File: src/rtl/lvdsp_pkg.sv
package lvdsp_pkg;
    localparam int SLOTS     = 7;
    localparam int LANES     = 4;
    localparam int CW        = 8;
    localparam int SLOT_W    = $clog2(SLOTS);
    localparam int MAP_LANES = 3;
    // bit s is the clock lane level in slot s
    localparam logic [SLOTS-1:0] CLK_PATTERN = 7'b1100011;

    typedef logic [SLOTS-1:0] lane_word_t;

    typedef enum logic [1:0] {
        FMT_18      = 2'b00,
        FMT_24_HI   = 2'b01,
        FMT_24_LO   = 2'b10,
        FMT_18_ALT  = 2'b11
    } fmt_t;

    typedef struct packed {
        logic [CW-1:0] r;
        logic [CW-1:0] g;
        logic [CW-1:0] b;
        logic [3:0]    ctl;   // {spare, de, vsync, hsync}
    } pixel_t;
endpackage

File: src/rtl/lvdsp_slot_seq.sv
module lvdsp_slot_seq
    import lvdsp_pkg::*;
(
    input  logic              clk,
    input  logic              rst_n,
    input  logic              adv,
    output logic [SLOT_W-1:0] slot_q,
    output logic              at_first,
    output logic              clk_bit
);
    localparam logic [SLOT_W-1:0] LAST = SLOT_W'(SLOTS - 1);

    logic [SLOT_W-1:0] slot_d;

    always_comb begin
        slot_d = slot_q;
        if (adv) begin
            slot_d = (slot_q == LAST) ? '0 : slot_q + SLOT_W'(1);
        end
    end

    always_ff @(posedge clk) begin
        if (!rst_n) slot_q <= '0;
        else        slot_q <= slot_d;
    end

    assign at_first = (slot_q == '0);
    assign clk_bit  = CLK_PATTERN[slot_q];
endmodule

File: src/rtl/lvdsp_lane_pack.sv
module lvdsp_lane_pack
    import lvdsp_pkg::*;
#(
    parameter int BASE = 0
) (
    input  pixel_t     px,
    output lane_word_t words [MAP_LANES]
);
    // word bit s is sent in slot s
    assign words[0] = {px.r[BASE+0], px.r[BASE+1], px.r[BASE+2], px.r[BASE+3],
                       px.r[BASE+4], px.r[BASE+5], px.g[BASE+0]};
    assign words[1] = {px.g[BASE+1], px.g[BASE+2], px.g[BASE+3], px.g[BASE+4],
                       px.g[BASE+5], px.b[BASE+0], px.b[BASE+1]};
    assign words[2] = {px.b[BASE+2], px.b[BASE+3], px.b[BASE+4], px.b[BASE+5],
                       px.ctl[0], px.ctl[1], px.ctl[2]};
endmodule

File: src/rtl/lvdsp_serializer.sv
module lvdsp_serializer
    import lvdsp_pkg::*;
(
    input  logic             clk,
    input  logic             rst_n,
    input  logic             bit_en,
    input  logic [1:0]       fmt,
    input  logic [7:0]       pix_r,
    input  logic [7:0]       pix_g,
    input  logic [7:0]       pix_b,
    input  logic             hsync,
    input  logic             vsync,
    input  logic             de,
    input  logic             ctl_spare,
    output logic [LANES-1:0] lane_o,
    output logic             clk_lane_o,
    output logic             load_o
);
    typedef struct packed {
        lane_word_t [LANES-1:0] words;
        logic [LANES-1:0]       lanes;
        logic                   ck;
    } ser_state_t;

    ser_state_t st_d, st_q;

    logic [SLOT_W-1:0] slot_q;
    logic              at_first;
    logic              clk_bit;

    pixel_t px;
    assign px = '{r: pix_r, g: pix_g, b: pix_b,
                  ctl: {ctl_spare, de, vsync, hsync}};

    lvdsp_slot_seq u_seq (
        .clk      (clk),
        .rst_n    (rst_n),
        .adv      (bit_en),
        .slot_q   (slot_q),
        .at_first (at_first),
        .clk_bit  (clk_bit)
    );

    // variant 0 packs colour bits 5..0, variant 1 packs bits 7..2
    lane_word_t packs [2][MAP_LANES];
    for (genvar v = 0; v < 2; v++) begin : g_pack
        lvdsp_lane_pack #(.BASE(2 * v)) u_pack (
            .px    (px),
            .words (packs[v])
        );
    end

    lane_word_t [LANES-1:0] fresh;

    always_comb begin
        fresh = '0;
        unique case (fmt_t'(fmt))
            FMT_24_HI: begin
                for (int i = 0; i < MAP_LANES; i++) fresh[i] = packs[1][i];
                fresh[3] = {px.r[0], px.r[1], px.g[0], px.g[1],
                            px.b[0], px.b[1], px.ctl[3]};
            end
            FMT_24_LO: begin
                for (int i = 0; i < MAP_LANES; i++) fresh[i] = packs[0][i];
                fresh[3] = {px.r[6], px.r[7], px.g[6], px.g[7],
                            px.b[6], px.b[7], px.ctl[3]};
            end
            default: begin
                for (int i = 0; i < MAP_LANES; i++) fresh[i] = packs[0][i];
                fresh[3] = '0;
            end
        endcase
    end

    always_comb begin
        st_d = st_q;
        if (bit_en) begin
            if (at_first) st_d.words = fresh;
            for (int i = 0; i < LANES; i++) begin
                st_d.lanes[i] = at_first ? fresh[i][slot_q] : st_q.words[i][slot_q];
            end
            st_d.ck = clk_bit;
        end
    end

    always_ff @(posedge clk) begin
        if (!rst_n) st_q <= '0;
        else        st_q <= st_d;
    end

    assign lane_o     = st_q.lanes;
    assign clk_lane_o = st_q.ck;
    assign load_o     = rst_n & bit_en & at_first;
endmodule

File: config.mk
export PLATFORM = sky130hd
export DESIGN_NAME = lvdsp_serializer
export DESIGN_NICKNAME = d
export VERILOG_FILES = /design/src/rtl/lvdsp_pkg.sv /design/src/rtl/lvdsp_slot_seq.sv /design/src/rtl/lvdsp_lane_pack.sv /design/src/rtl/lvdsp_serializer.sv
export SDC_FILE = /design/constraint.sdc
export NUM_CORES = 1
export LEC_CHECK = 0
export BUFFER_PORTS_ARGS = -buffer_cell sky130_fd_sc_hd__buf_2
export CORE_MARGIN = 2
export CORE_UTILIZATION = 50
export CTS_BUF_LIST = sky130_fd_sc_hd__clkbuf_16
export DETAILED_ROUTE_END_ITERATION = 6
export PLACE_DENSITY = 0.84
export SYNTH_ARGS = -nofsm -noshare
export SYNTH_HDL_FRONTEND = slang
export SYNTH_SLANG_ARGS = --single-unit
File: constraint.sdc
create_clock -name clk -period 3.1 [get_ports clk]
set_clock_uncertainty 0.15 [all_clocks]
set_input_delay 0.93 -clock clk [delete_from_list [all_inputs] [get_ports clk]]
set_output_delay 0.93 -clock clk [all_outputs]
set_load 0.01 [all_outputs]
* After elaboration in Yosys (flattened, before gate mapping)
Memories as Yosys holds them, arrays and structs flattened. A register that Yosys moved wholly into a read port is not among the register bits.
Cells that the tools add are included.
** Storage, ports and cells
- Bits in read-only memories :: 8
- Input bits :: 33
- Output and inout port bits :: 6
- Word-level logic and storage cells :: 39
- Bits in registers :: 35
- Memories :: 1
** Operators by class
- Mux-type cells :: 22
- Magnitude comparators :: 1
- Reduce and logical (&&, ||, !) cells :: 3
- Add/sub/neg operators :: 1
- Bitwise operators :: 2
- Equality and inequality tests :: 3
** Memories
- (no name shown) :: depth 8, bits a word 1, rd ports 1, clocked after Yosys merged registers in 1, wr ports 0, line lvdsp_slot_seq.sv:28 : assign clk_bit = CLK_PATTERN[slot_q];
** Operators with widths (number)
- one-hot mux 28 bit (2 select lines) :: 1
- binary-select mux 1 bit (select 3 bit) :: 8
- 2-to-1 mux 1 bit :: 12
- < comparator 3 x 4 -> 1 bit (second input constant) :: 1
- adder 3 x 1 -> 3 bit (second input constant) :: 1
- == test 3 bit (second input constant) :: 1
- logical NOT 3 bit :: 1
- 2-to-1 mux 3 bit :: 1
- bitwise AND 1 bit :: 2
- == test 2 x 1 -> 1 bit (second input constant) :: 1
- == test 2 bit (second input constant) :: 1
- AND reduction 2 bit :: 1
- logical NOT 1 bit :: 1

* Longest topological paths before layout
- Depth after elaboration :: 5
- Depth in mapped cells :: 8
- Gate-level depth less buffers :: 6

* Cells and area by module
From an unflattened synthesis, not the netlist that was laid out.
** Second synthesis, totals
- Cell total of the unflattened synthesis :: 301
- Area total of the unflattened synthesis :: 2677.6 um^2
** By module, submodules not included
- lvdsp_serializer :: cells each 240, area an instance 2179.6 um^2, seq. area each 660.6 um^2, instances 1
- lvdsp_lane_pack :: cells each 21, area an instance 157.7 um^2, seq. area each 0.0 um^2, instances 2
- lvdsp_slot_seq :: cells each 19, area an instance 182.7 um^2, seq. area each 80.1 um^2, instances 1

* Worst setup path before layout
OpenSTA, ideal clock, no wires.
- Path kind :: input to output
- Start :: in bit_en
- End :: out load_o
- Required time :: 2.020 ns
- Setup slack :: 0.190 ns
- Data arrival time :: 1.830 ns
- Stages on the path :: 4
- Path buffers :: 2
- Path through :: clkbuf_1 -> nor3b_2 -> buf_2 -> and2_1
** On the way
- Longest elaborated chain between the ends :: 2
** Ends and longest elaborated chain
- from (decl) :: line lvdsp_serializer.sv:6 : input logic bit_en,
- bitwise AND 1 bit (2 in series) :: line lvdsp_serializer.sv:93 : assign load_o = rst_n & bit_en & at_first;
- to (decl) :: line lvdsp_serializer.sv:17 : output logic load_o
No other way between the ends.

* Worst setup path in the final report
- Start :: in fmt[0]
- End :: reg st_q, in the netlist lane_o[1]
** On the way
- Longest elaborated chain between the ends :: 5
- Elaborated cells between the ends (all ways) :: 6
- Classes of those cells :: eq/ne (2); mux (4)
** Ends and longest elaborated chain
- from (decl) :: line lvdsp_serializer.sv:7 : input logic [1:0] fmt,
- == test 2 bit or == test 2 x 1 -> 1 bit (tied branches) :: line lvdsp_serializer.sv:57 : unique case (fmt_t'(fmt))
- one-hot mux 28 bit (2 select lines) * :: line lvdsp_serializer.sv:57
- binary-select mux 1 bit (select 3 bit) * :: line lvdsp_serializer.sv:80 : st_d.lanes[i] = at_first ? fresh[i][slot_q] : st_q.words[i][slot_q];
- 2-to-1 mux 1 bit (not written as such) * :: line lvdsp_serializer.sv:80
- 2-to-1 mux 1 bit * :: line lvdsp_serializer.sv:80
- to (signal assigned) :: line lvdsp_serializer.sv:88 : else st_q <= st_d;
- to (decl) :: line lvdsp_serializer.sv:25 : ser_state_t st_d, st_q;
Every way passes the cells marked *; elsewhere a longest branch is shown, timed or not. The select of a mux whose other input is x is not followed.
A chain may end at the register's enable or synchronous reset.

==> results.md <==
* Run status: complete, no violations
* Vias at 1585
* CTS sink cnt at 32
* Via-per-instance ratio at 6.12
* Worst skew pair latency at 280 ps
* Hold Fails Final Rpt at 0
* RSZ-0062 raised after global routing: no
* Clock Power Share at 41.3%
* CTS clock-pin slew for the worst setup and hold paths at 50 ps
* Core area at 3360 um^2
* CP max-delay cell: nor2b_1
* Post-synthesis mux area share at 7.82%
* FF-to-FF Start: u_seq.slot_q[1]
* Residual overflow from global routing at 0
* Depth of the CTS H-tree at 2
* Pin count of the biggest net entering global routing at 32
* Syn_nets at 223
* TNS Setup at 0 ps
* Slew Limit Headroom at 20.1%
* Final ANT Viol Nets at 0
* Synthesized area per cell at 9.36 um^2
* Die width at 63.3 um
* Worst min path class: register to register
* Vias in the first global route at 1444
* Yosys warns at 0
* First-pass GRT wire length at 6780 um
* Sw Share at 25.7%
* Max Slew Vio Count at 0
* CTS tree: built
* Logic gate share of total power at 16.8%
* DRC Markers at 0
* Share of layout cells above drive strength 1 at 27.2%
* Synth Cell Area at 1760 um^2
* Maximum clock insertion buffer count at 2
* Startpoint class of the critical path: input pin
* Pint at 0.820 mW
* Area grow syn2layout at 15.6%
* Synth area leaders: dfxtp_1 (36%), a221o_1 (9.1%), o211a_1 (9.1%)
* Critical path required time at 3180 ps
* Wirelength, routed at 4090 um
* Fin Hold WS at 322 ps
* EDFF count, synth at 0
* Setup CP Type: input pin to register
* CP Cell Sequence: buf_2 -> inv_1 -> ha_1 -> nor2b_1 -> a22oi_1 -> o211ai_1 -> a22o_1
* Biggest area consumer among synthesized cells: dfxtp_1
* Net Switching at 0.284 mW
* Synth Instances at 188
* Compound-Gate Fraction of Synth Area at 31.3%
* Pwr dens at 543 nW/um^2
* Nature of the critical path endpoint: register
* Main combinational cell family by area after synthesis: compound AO/OA/AOI/OAI gates
* Fmax at 360 MHz
* Number of synthesized register bits at 32
* Die height at 63.3 um
* CTS resizes at 0
* Initial Util at 52.3%
* Worst EP arrival at 2860 ps
* Period utilisation layout at 89.7%
* Postcts setup bufs at 0
* Top FF cell, synth: dfxtp_1
* Simple-Gate Fraction of Synth Area at 13.4%
* Unique masters post-synth at 32
* Nets at 247
* TritonCTS Buffers at 5
* Placed Area at 1900 um^2
* Worst-Margin Slew at 1200 ps
* Clock root buffer: clkbuf_16
* Worst vdd ir at 263 uV
* Diode count at 0
* All-Layer GR Usage at 22.0%
* Dominant cell by count in the synthesized netlist: dfxtp_1
* Placer Congestion at 0.859
* IO Pins at 39
* Row count at 21
* Crit path launch: fmt[0]
* Hold buffer count at CTS at 0
* Fin area at 2030 um^2
* Worst-path maximum fanout at 18
* Async set-reset flop share out of synthesis at 0%
* Synth Area in XOR/XNOR at 0%
* Post-Synth Adder-Cell Area at 1.42%
* Drt first-iter violations at 87
* Power Total at 1.10 mW
* Worst Hold Launch: st_q[21]
* Initial antenna violation count at 0
* Max cap viols at 0
* Hpwl dp at 2760 um
* Reg power frac at 41.9%
* Port buffer count at 38
* Top-area cell type share of the netlist area at 36.4%
* Final critical-path required period at 2780 ps
* Leak at 0.966 nW
* Most frequent cells after synthesis: dfxtp_1 (32), a221o_1 (16), o211a_1 (16)
* TritonRoute pass-1 iters at 5
* Final setup fails at 0
* Max incr delay on CP at 920 ps
* Seq/Total Area, Yosys at 36.4%
* WL/cell at 15.8 um
* Die area at 4010 um^2
==> power groups by stage <==
stage	combinational (mW)	clock [mW]	sequential, mW
final	0.186	0.456	0.463
after global routing	0.205	0.479	0.466
after CTS	0.185	0.465	0.462
after detailed placement	0.184	0	0.470
after global placement	0.182	0	0.469
after floorplan	0.145	0	0.463
==> through the flow <==
step	cells	worst slack, ps	utilization [%]
global placement	251	134	56.4
CTS	259	347	60.5
floorplan	188	190	-
finish	259	318	60.5
detailed placement	251	69.5	56.4
global route	259	131	60.5
==> cell type report <==
class / instances / area, um^2
Multi-Input combinational cell: 125 / 950
Clock buffer: 5 / 125
Timing Repair Buffer: 44 / 235
Tap cell: 46 / 57.6
Sequential cell: 32 / 641
Fill cell: 321 / 1330
Clock inverter: 3 / 11.3
Inverter: 4 / 15.0
==> final timing paths <==
kind	end	slack [ps]	cells after the start
setup / recovery	lane_o[1]	320	7
hold / removal	st_q[21]	320	2
setup reg to reg	st_q[11]	1160	4
hold reg to reg	st_q[21]	320	2
==> per-layer routing <==
layer  global-route usage [%]  up-vias  wire length (um)
li1                         -      753                 -
met3                     5.18       10               291
met2                     35.4       66              2000
met1                     27.2      756              1690
met5                        0        -                 0
met4                     11.4        0               108
==> registers in the layout (all words and copies together) (netlist names) <==
signal	count
st_q	24
clk_lane_o	1
u_seq.slot_q	3
lane_o	4
==> cell families after synthesis <==
logic type	Yosys count
DFF	32
AOI/OAI and AO/OA	67
adders and majority gates	2
and+or+nand+nor	44
buffers and inverters	31
muxes	12
==> layout by cell type, fill, tap and decap left out, types with 2 or more instances in the layout <==
| cell type | instances |
|---|---|
| or2_2 | 2 |
| nor2b_1 | 11 |
| buf_2 | 38 |
| clkbuf_16 | 5 |
| a221o_1 | 16 |
| a22oi_1 | 8 |
| a21oi_1 | 9 |
| mux2_2 | 4 |
| ha_1 | 2 |
| o21ai_0 | 4 |
| nand2_1 | 15 |
| a21boi_0 | 2 |
| a22o_1 | 2 |
| a31oi_1 | 4 |
| nor2_1 | 3 |
| dfxtp_1 | 32 |
| and2_1 | 2 |
| o211a_1 | 16 |
| buf_4 | 6 |
| nor3_1 | 6 |
| inv_1 | 6 |
| o211ai_1 | 5 |
| mux2i_1 | 7 |
==> worst max-delay path: cells and delay by family <==
kind	cells	cell delay [ps]
simple gates	1	920
compound gates	3	580
fa+ha+maj	1	300
buf+inv	2	130
(Power assumes the default switching activity.)
